===== config.mk =====
export PLATFORM = sky130hd
export DESIGN_NAME = rng_word_gen
export DESIGN_NICKNAME = d
export VERILOG_FILES = /design/src/rtl/rng_pkg.sv /design/src/rtl/rng_ctr.sv /design/src/rtl/rng_round_stage.sv /design/src/rtl/rng_delay.sv /design/src/rtl/rng_lin_out.sv /design/src/rtl/rng_word_gen.sv
export SDC_FILE = /design/constraint.sdc
export NUM_CORES = 1
export LEC_CHECK = 0
export CAP_MARGIN = 20
export CORE_MARGIN = 3
export CORE_UTILIZATION = 30
export CTS_BUF_LIST = sky130_fd_sc_hd__clkbuf_16
export DETAILED_ROUTE_END_ITERATION = 7
export DONT_BUFFER_PORTS = 1
export GPL_ROUTABILITY_DRIVEN = 1
export GPL_TIMING_DRIVEN = 0
export SYNTH_ARGS = -nofsm -noshare
export SYNTH_HDL_FRONTEND = slang
export SYNTH_SLANG_ARGS = --single-unit

===== constraint.sdc =====
create_clock -name clk_i -period 3.6 [get_ports clk_i]
set_input_delay 0.72 -clock clk_i [delete_from_list [all_inputs] [get_ports clk_i]]
set_output_delay 0.72 -clock clk_i [all_outputs]
set_load 0.01 [all_outputs]

===== src/rtl/rng_pkg.sv =====
package rng_pkg;
  localparam int unsigned NIB_W = 4;

  function automatic logic [NIB_W-1:0] rotl_nib(input logic [NIB_W-1:0] v);
    return {v[NIB_W-2:0], v[NIB_W-1]};
  endfunction
endpackage


===== src/rtl/rng_ctr.sv =====
module rng_ctr #(
  parameter int unsigned WIDTH = 32
) (
  input  logic             clk_i,
  input  logic             rst_ni,
  input  logic             en_i,
  input  logic             ent_i,
  output logic [WIDTH-1:0] cnt_o
);
  logic [WIDTH-1:0] cnt_q;

  always_ff @(posedge clk_i or negedge rst_ni) begin
    if (!rst_ni)   cnt_q <= '0;
    else if (en_i) cnt_q <= (cnt_q ^ {{(WIDTH-1){1'b0}}, ent_i}) + 1'b1;
  end

  assign cnt_o = cnt_q;

  AST_CTR_STEP: assert property (@(posedge clk_i) disable iff (!rst_ni)
    en_i && !ent_i |=> cnt_o == $past(cnt_o) + 1'b1);
  AST_CTR_ENT_EVEN: assert property (@(posedge clk_i) disable iff (!rst_ni)
    en_i && ent_i && !cnt_o[0] |=> cnt_o == $past(cnt_o) + 2'd2);
  AST_CTR_ENT_ODD: assert property (@(posedge clk_i) disable iff (!rst_ni)
    en_i && ent_i && cnt_o[0] |=> $stable(cnt_o));
  AST_CTR_HOLD: assert property (@(posedge clk_i) disable iff (!rst_ni)
    !en_i |=> $stable(cnt_o));
endmodule


===== src/rtl/rng_round_stage.sv =====
module rng_round_stage
  import rng_pkg::*;
#(
  parameter int unsigned WIDTH = 32
) (
  input  logic             clk_i,
  input  logic             rst_ni,
  input  logic             en_i,
  input  logic             vld_i,
  input  logic [WIDTH-1:0] x_i,
  output logic             vld_o,
  output logic [WIDTH-1:0] x_o
);
  localparam int unsigned N_NIB = WIDTH / NIB_W;

  logic [WIDTH-1:0] rnd;
  logic [WIDTH-1:0] x_q;
  logic             vld_q;

  for (genvar i = 0; i < N_NIB; i++) begin : g_nib
    localparam int unsigned J = (i + 1) % N_NIB;
    localparam int unsigned K = (i + 3) % N_NIB;
    assign rnd[i*NIB_W +: NIB_W] = x_i[i*NIB_W +: NIB_W]
                                 ^ x_i[J*NIB_W +: NIB_W]
                                 ^ rotl_nib(x_i[K*NIB_W +: NIB_W]);
  end

  always_ff @(posedge clk_i or negedge rst_ni) begin
    if (!rst_ni) begin
      x_q   <= '0;
      vld_q <= 1'b0;
    end else if (en_i) begin
      x_q   <= rnd;
      vld_q <= vld_i;
    end
  end

  assign x_o   = x_q;
  assign vld_o = vld_q;

  AST_STAGE_HOLD: assert property (@(posedge clk_i) disable iff (!rst_ni)
    !en_i |=> $stable(x_o) && $stable(vld_o));
  AST_STAGE_VLD_MONO: assert property (@(posedge clk_i) disable iff (!rst_ni)
    vld_o |=> vld_o);
endmodule


===== src/rtl/rng_delay.sv =====
module rng_delay #(
  parameter int unsigned WIDTH = 32,
  parameter int unsigned DEPTH = 4
) (
  input  logic             clk_i,
  input  logic             rst_ni,
  input  logic             en_i,
  input  logic [WIDTH-1:0] d_i,
  output logic [WIDTH-1:0] d_o
);
  logic [WIDTH-1:0] sr_q [DEPTH];

  always_ff @(posedge clk_i or negedge rst_ni) begin
    if (!rst_ni) begin
      for (int i = 0; i < DEPTH; i++) sr_q[i] <= '0;
    end else if (en_i) begin
      sr_q[0] <= d_i;
      for (int i = 1; i < DEPTH; i++) sr_q[i] <= sr_q[i-1];
    end
  end

  assign d_o = sr_q[DEPTH-1];

  AST_DLY_HOLD: assert property (@(posedge clk_i) disable iff (!rst_ni)
    !en_i |=> $stable(d_o));
endmodule


===== src/rtl/rng_lin_out.sv =====
module rng_lin_out #(
  parameter int unsigned WIDTH  = 32,
  parameter int unsigned SH_ADD = 7,
  parameter int unsigned SH_XOR = 11
) (
  input  logic             clk_i,
  input  logic             rst_ni,
  input  logic             en_i,
  input  logic             vld_i,
  input  logic [WIDTH-1:0] x_i,
  output logic             vld_o,
  output logic [WIDTH-1:0] word_o
);
  logic [WIDTH-1:0] sum;
  logic [WIDTH-1:0] mix;
  logic [WIDTH-1:0] word_q;
  logic             vld_q;

  assign sum = x_i + (x_i << SH_ADD);
  assign mix = sum ^ (sum >> SH_XOR);

  always_ff @(posedge clk_i or negedge rst_ni) begin
    if (!rst_ni) begin
      word_q <= '0;
      vld_q  <= 1'b0;
    end else if (en_i) begin
      word_q <= mix;
      vld_q  <= vld_i;
    end
  end

  assign word_o = word_q;
  assign vld_o  = vld_q;

  AST_ZERO_UNTIL_VALID: assert property (@(posedge clk_i) disable iff (!rst_ni)
    !vld_o |-> word_o == '0);
endmodule


===== src/rtl/rng_word_gen.sv =====
module rng_word_gen #(
  parameter int unsigned WIDTH      = 32,
  parameter int unsigned KEY_ROUNDS = 4,
  parameter int unsigned MIX_ROUNDS = 4,
  parameter int unsigned SH_ADD     = 7,
  parameter int unsigned SH_XOR     = 11
) (
  input  logic             clk_i,
  input  logic             rst_ni,
  input  logic             en_i,
  input  logic             ent_i,
  output logic [WIDTH-1:0] word_o,
  output logic             valid_o
);
  logic [WIDTH-1:0] cnt;
  logic [WIDTH-1:0] cnt_dly;
  logic [WIDTH-1:0] key_c [KEY_ROUNDS+1];
  logic             key_v [KEY_ROUNDS+1];
  logic [WIDTH-1:0] mix_c [MIX_ROUNDS+1];
  logic             mix_v [MIX_ROUNDS+1];

  rng_ctr #(.WIDTH(WIDTH)) u_ctr (
    .clk_i, .rst_ni, .en_i, .ent_i, .cnt_o(cnt)
  );

  // key path: rounds over the inverted count
  assign key_c[0] = ~cnt;
  assign key_v[0] = 1'b1;

  for (genvar g = 0; g < KEY_ROUNDS; g++) begin : g_key
    rng_round_stage #(.WIDTH(WIDTH)) u_stage (
      .clk_i, .rst_ni, .en_i,
      .vld_i(key_v[g]),   .x_i(key_c[g]),
      .vld_o(key_v[g+1]), .x_o(key_c[g+1])
    );
  end

  // align the count with its key
  rng_delay #(.WIDTH(WIDTH), .DEPTH(KEY_ROUNDS)) u_dly (
    .clk_i, .rst_ni, .en_i, .d_i(cnt), .d_o(cnt_dly)
  );

  assign mix_c[0] = cnt_dly ^ key_c[KEY_ROUNDS];
  assign mix_v[0] = key_v[KEY_ROUNDS];

  for (genvar g = 0; g < MIX_ROUNDS; g++) begin : g_mix
    rng_round_stage #(.WIDTH(WIDTH)) u_stage (
      .clk_i, .rst_ni, .en_i,
      .vld_i(mix_v[g]),   .x_i(mix_c[g]),
      .vld_o(mix_v[g+1]), .x_o(mix_c[g+1])
    );
  end

  rng_lin_out #(.WIDTH(WIDTH), .SH_ADD(SH_ADD), .SH_XOR(SH_XOR)) u_out (
    .clk_i, .rst_ni, .en_i,
    .vld_i(mix_v[MIX_ROUNDS]), .x_i(mix_c[MIX_ROUNDS]),
    .vld_o(valid_o), .word_o(word_o)
  );

  AST_VALID_STICKY: assert property (@(posedge clk_i) disable iff (!rst_ni)
    valid_o |=> valid_o);
  AST_OUT_HOLD: assert property (@(posedge clk_i) disable iff (!rst_ni)
    !en_i |=> $stable(word_o) && $stable(valid_o));
  AST_KEY_BEFORE_MIX: assert property (@(posedge clk_i) disable iff (!rst_ni)
    mix_v[1] |-> key_v[KEY_ROUNDS]);
endmodule


==> results of run 1 <==
worst paths after layout:
| check | to | slack (ns) |
|---|---|---|
| max | g_key[0].u_stage.x_o[30] | 0.22 |
| min | g_mix[3].u_stage.x_o[0] | -0.10 |
| max reg2reg | u_out.word_o[10] | 0.44 |
| min reg2reg | g_key[0].u_stage.vld_o | 0.47 |
| max in group asynchronous | g_mix[3].u_stage.x_o[25] | 2.87 |
| min in group clk_i | u_ctr.cnt_o[0] | 0.32 |
kinds of logic after synthesis:
logic type      count (synthesis)  synth area share
compound gates                173            0.0452
xor+xnor                      606             0.228
fa+ha+maj                      26            0.0141
buf+inv                       110            0.0176
flops                         457             0.486
mux                           344             0.165
simple gates                  220            0.0442
sequential cells by signal (all words and copies together) (netlist names):
name / flops
u_out.vld_o: 1
u_out.word_o: 32
u_dly.sr_q: 96
g_key.u_stage.vld_o: 4
u_dly.d_o: 32
g_mix.u_stage.x_o: 128
u_ctr.cnt_o: 32
g_mix.u_stage.vld_o: 4
g_key.u_stage.x_o: 128
per-stage QoR:
stage          power (mW)  area (µm²)  TNS [ns]  hold WS, ns
2_1_floorplan        20.3       23500         0        0.424
3_3_place_gp         23.5       24800     -9.71        0.440
3_5_place_dp         23.8       24800     -9.09        0.437
4_1_cts              28.7       26300         0       -0.209
5_1_grt              30.4       26300         0       -0.152
6_report             28.4       26300         0       -0.100
routing by layer:
layer | GRT usage | wire, µm | vias to the layer above
met5 | 0 | 0 | -
met3 | 0.0214 | 1760 | 90
met4 | 0.0507 | 1880 | 0
li1 | - | - | 6638
met1 | 0.174 | 24500 | 6984
met2 | 0.229 | 27000 | 208
worst reg2reg max path, cell delays in order (launching register included):
cell and delay [ns]:
dfrtp_1 0.40, ha_1 0.25, fa_1 0.43, a211oi_1 0.33
o21ai_1 0.20, and3_1 0.22, or2_1 0.23, a21oi_1 0.30
xnor3_1 0.42, mux2_2 0.27
layout make-up:
cell class	count	area (µm²)	area share
Clock buffer	48	1200	0.0456
Clock inverter	35	268	0.0102
Inverter	10	37.5	0.00143
Sequential cell	457	11400	0.434
Buffer	100	377	0.0143
Multi-Input combinational cell	1369	11700	0.444
Timing Repair Buffer	1	27.5	0.00105
Tap cell	1040	1300	0.0494
cell usage in the layout (no fill, tap or decap), types with 25 or more instances in the layout:
| cell type | instances |
|---|---|
| nor2_1 | 99 |
| nand2_1 | 38 |
| mux2_2 | 342 |
| xor2_1 | 54 |
| xnor2_1 | 547 |
| dfrtp_1 | 457 |
| clkbuf_16 | 48 |
| clkbuf_1 | 89 |
| ha_1 | 25 |
| a21oi_1 | 93 |
power breakdown:
part | leakage [nW] | total [mW] | switching, mW | internal, mW
clock | 0.766 | 4.67 | 2.04 | 2.63
sequential | 5.51 | 9.52 | 2.52 | 7.00
combinational | 4.22 | 14.2 | 6.42 | 7.73
==> impl_metrics.tcl, run 1 <==
set metrics [dict create \
    grt_overflow 0 \
    n_antenna_cell 0 \
    setup_viol 0 \
    dp_cells 2976 \
    fmax_ghz 0.296 \
    tightestPinTransition_ns 1.09 \
    cts_resized 0 \
    grt_max_degree 458 \
    clock-root-buffer "clkbuf_16" \
    crit_chain "clkbuf_1, clkbuf_1, buf_1, clkbuf_1, a21oi_1" \
    die_w_um 286 \
    failed_checks "hold timing" \
    yosys_most_used_dff "dfrtp_1" \
    syn-num-nets 1966 \
    power_density_mw_per_mm2 1080 \
    grt_pass1_wl_mm 86.5 \
    finalNonFillerCells 3060 \
    maxSlewViolCount 0 \
    rsz0062_at_grt "false" \
    clkTransAtPathRegs_ns 0.06 \
    synth_common_cells "xnor2_1 (547), dfrtp_1 (457), mux2_2 (342)" \
    ant_nets 0 \
    cp_slowest_cell "clkbuf_1" \
    fin_crit_sh 0.938 \
    drt-initial-drc-count 827 \
    finalCriticalPeriod_ns 3.38 \
    synth.area.top_cells "dfrtp_1 (49%), xnor2_1 (20%), mux2_2 (16%)" \
    place_ws_ns -0.434 \
    numCtsBuffers 47 \
    worst_clock_skew_ns 0.0166 \
    dieHeight_um 286 \
    peakVddDrop_v 0.000513 \
    cap_violations 0 \
    slew_headroom 0.271 \
    wl_per_cell_um 18.0 \
    status "finished with violations" \
    synth_most_common_cell "xnor2_1" \
    synth.avg_cell_area_um2 12.2 \
    endpoint_kind "flop" \
    initial_core_util 0.303 \
    synthArstFlopShare 1.00 \
    placementRows 102 \
    first_pass_iters 4 \
    r2r_cells 9 \
    core_mm2 0.0776 \
    clock-sinks 457 \
    holdCritPathClass "input pin to asynchronous set/reset pin" \
    cp_num_cells 5 \
    clockBufferDepth 3 \
    cp_top_family "buffers and inverters" \
    synth_cell_type_count 59 \
    htreeDepth 2 \
    drt_wl_total_mm 55.1 \
    ys_ff_latch 457 \
    yosys_warnings 0 \
    synth_edf_count 0 \
    crit_top_cell "clkbuf_1" \
    final_util 0.339 \
    startpoint_type "input pin" \
    crit_required_ns 4.02 \
    dp_hpwl_mm 41.5 \
    p_leak_nw 10.5 \
    hold_violations 329 \
    portBuffers 0 \
    critical_path_class "input pin to flop" \
    drive_gt1_frac 0.204 \
    reg2reg_from "g_mix[3].u_stage.x_o[0]" \
    yosysTopAreaCell "dfrtp_1" \
    yosysSeqAreaShare 0.486 \
    synthToLayoutAreaGrowth_pct 11.9 \
    routed_via_density 4.55 \
    crit_arrival_ns 3.80 \
    critPathLaunch "en_i" \
    fillers 7867 \
    cts_setup_buffers 0 \
    fin_ws_ns 0.223 \
    grtUsageTotal 0.135 \
    finalNetCount 2016 \
    post-route-drc-count 0 \
    yosysTopAreaCellShare 0.486 \
    synthCells 1936 \
    first_global_vias 14600 \
    crit_buf_inv 4 \
    cts_tree "built" \
    crit_fanout 10 \
    gp_congestion 0.862 \
    holdWs_ns -0.100 \
    ios 37 \
    syn_area_mm2 0.0235 \
    dieArea_mm2 0.0819 \
    clock_latency_ns 0.59 \
    num_vias 13900 \
    antenna_found_initial 0 \
    max_stage_delay_ns 0.83 \
]
Power figures use the tool's default switching activity.
==> inputs of run 2 (changes only) <==
- CTS_BUF_LIST: sky130_fd_sc_hd__clkbuf_16 -> sky130_fd_sc_hd__clkbuf_8
==> run 2 against run 1 <==
Net effect:
- the run ends with hold timing, slew limit left
- worst hold slack got worse by 0.11 ns
- critical path depth did not move
- clock skew rose by 0.0097 ns
- final cell count rose by 1.3%
- global-route usage rose by 0.063 points
- core utilization fell by 0.13 points
- maximum frequency fell by 0.63%
- first-iteration DRC count fell by 8.5%
- register-to-register slack improved by 0.02 ns
- sequential cell count did not move
- routed wire length rose by 0.26%
- critical endpoint is now u_out.word_o[31]
- largest cell class unchanged
- highest routed layer unchanged
==> impl_metrics.tcl, run 2 (synthesis results as in run 1) <==
set metrics [dict create \
    cts_resized 0 \
    first_global_vias 14800 \
    portBuffers 0 \
    clock-root-buffer "clkbuf_8" \
    startpoint_type "input pin" \
    drive_gt1_frac 0.217 \
    power_density_mw_per_mm2 1060 \
    num_vias 14000 \
    crit_arrival_ns 3.85 \
    grt_overflow 0 \
    slew_headroom -0.299 \
    fmax_ghz 0.294 \
    clock_latency_ns 0.64 \
    antenna_found_initial 1 \
    layout_commonest_cell "xnor2_1" \
    placementRows 102 \
    post-route-drc-count 0 \
    final_util 0.338 \
    grt_pass1_wl_mm 86.8 \
    clock-sinks 457 \
    clkTransAtPathRegs_ns 0.05 \
    first_pass_iters 5 \
    clockBufferDepth 3 \
    endpoint_kind "flop" \
    crit_fanout 10 \
    cap_violations 0 \
    cts_tree "built" \
    grt_max_degree 458 \
    numCtsBuffers 74 \
    wl_per_cell_um 17.8 \
    dp_hpwl_mm 41.5 \
    grtUsageTotal 0.136 \
    power.total_mw 27.9 \
    ant_nets 0 \
    maxSlewViolCount 240 \
    peakVddDrop_v 0.000406 \
    holdCritPathClass "input pin to asynchronous set/reset pin" \
    finalNetCount 2042 \
    initial_core_util 0.303 \
    drt_wl_total_mm 55.3 \
    holdWs_ns -0.210 \
    cts_setup_buffers 0 \
    final_cell_area_mm2 0.0262 \
    mostFrequentLayoutCells "xnor2_1 (547), dfrtp_1 (457), mux2_2 (342)" \
    synthToLayoutAreaGrowth_pct 11.4 \
    htreeDepth 3 \
    dieArea_mm2 0.0819 \
    critical_path_class "input pin to flop" \
    drt-initial-drc-count 757 \
    routed_via_density 4.53 \
    ios 37 \
    hold_violations 92 \
    finalCriticalPeriod_ns 3.40 \
    fin_crit_sh 0.944 \
    die_w_um 286 \
    p_leak_nw 10.5 \
    gp_congestion 0.862 \
    setup_viol 0 \
    status "finished with violations" \
    failed_checks "hold timing, slew limit" \
    tightestPinTransition_ns 1.95 \
    core_mm2 0.0776 \
    crit_required_ns 4.05 \
    place_area_mm2 0.0248 \
    worst_clock_skew_ns 0.0263 \
    dieHeight_um 286 \
    rsz0062_at_grt "false" \
]
## run 2: cell types whose count changed in the layout (fill, tap and decap cells not counted)
| cell | previous run | this run |
|---|---|---|
| clkinvlp_4 | 2 | 0 |
| bufinv_16 | 3 | 0 |
| clkinv_2 | 6 | 3 |
| diode_2 | 0 | 2 |
| buf_16 | 1 | 0 |
| inv_8 | 0 | 1 |
| inv_16 | 1 | 0 |
| clkinv_16 | 1 | 0 |
| inv_6 | 0 | 1 |
| inv_1 | 24 | 35 |
| clkinv_1 | 8 | 0 |
| clkbuf_8 | 0 | 88 |
| clkbuf_16 | 48 | 0 |
| clkinv_8 | 0 | 3 |
## run 2: worst paths after layout
path	cells past startpoint	start	end	slack (ns)
setup / recovery	5	en_i	u_out.word_o[31]	0.20
hold / removal	0	rst_ni	u_out.word_o[8]	-0.21
setup reg to reg	9	g_mix[3].u_stage.x_o[0]	u_out.word_o[12]	0.46
hold reg to reg	1	g_key[0].u_stage.vld_o	g_key[0].u_stage.vld_o	0.46
max in group asynchronous	0	rst_ni	u_dly.d_o[4]	2.27
min in group clk_i	2	ent_i	u_ctr.cnt_o[0]	0.26
## run 2: power breakdown
part           switching (mW)  internal [mW]
Sequential               2.51           7.01
Clock                    2.06           2.22
Combinational            6.37           7.73
Total                    11.0           17.0
## run 2: layout make-up
cell class | count | area (µm²)
Tap cell | 1040 | 1300
Fill cell | 7902 | 51400
Clock buffer | 88 | 1210
Inverter | 10 | 37.5
Multi-Input combinational cell | 1369 | 11700
Antenna cell | 2 | 5.00
Sequential cell | 457 | 11400
Buffer | 100 | 377
Clock inverter | 33 | 178
## run 2: routing by layer
layer	share of wire	track usage
met3	0.034	0.0258
met5	0	0
met2	0.48	0.227
met1	0.45	0.174
met4	0.035	0.0518
## run 2: through the flow
stage	hold slack, ns	std cells	setup WS, ns	setup TNS [ns]
2_1_floorplan	0.424	1936	0.787	0
3_3_place_gp	0.440	2976	-0.435	-9.71
3_5_place_dp	0.437	2976	-0.434	-9.09
4_1_cts	-0.277	3097	0.285	0
5_1_grt	-0.274	3098	0.182	0
6_report	-0.210	3099	0.202	0
## run 2: worst max-delay path, stage by stage
cell	delay (ns)
clkbuf_1	0.70
clkbuf_1	0.77
buf_1	0.61
clkbuf_1	0.85
a21oi_1	0.13
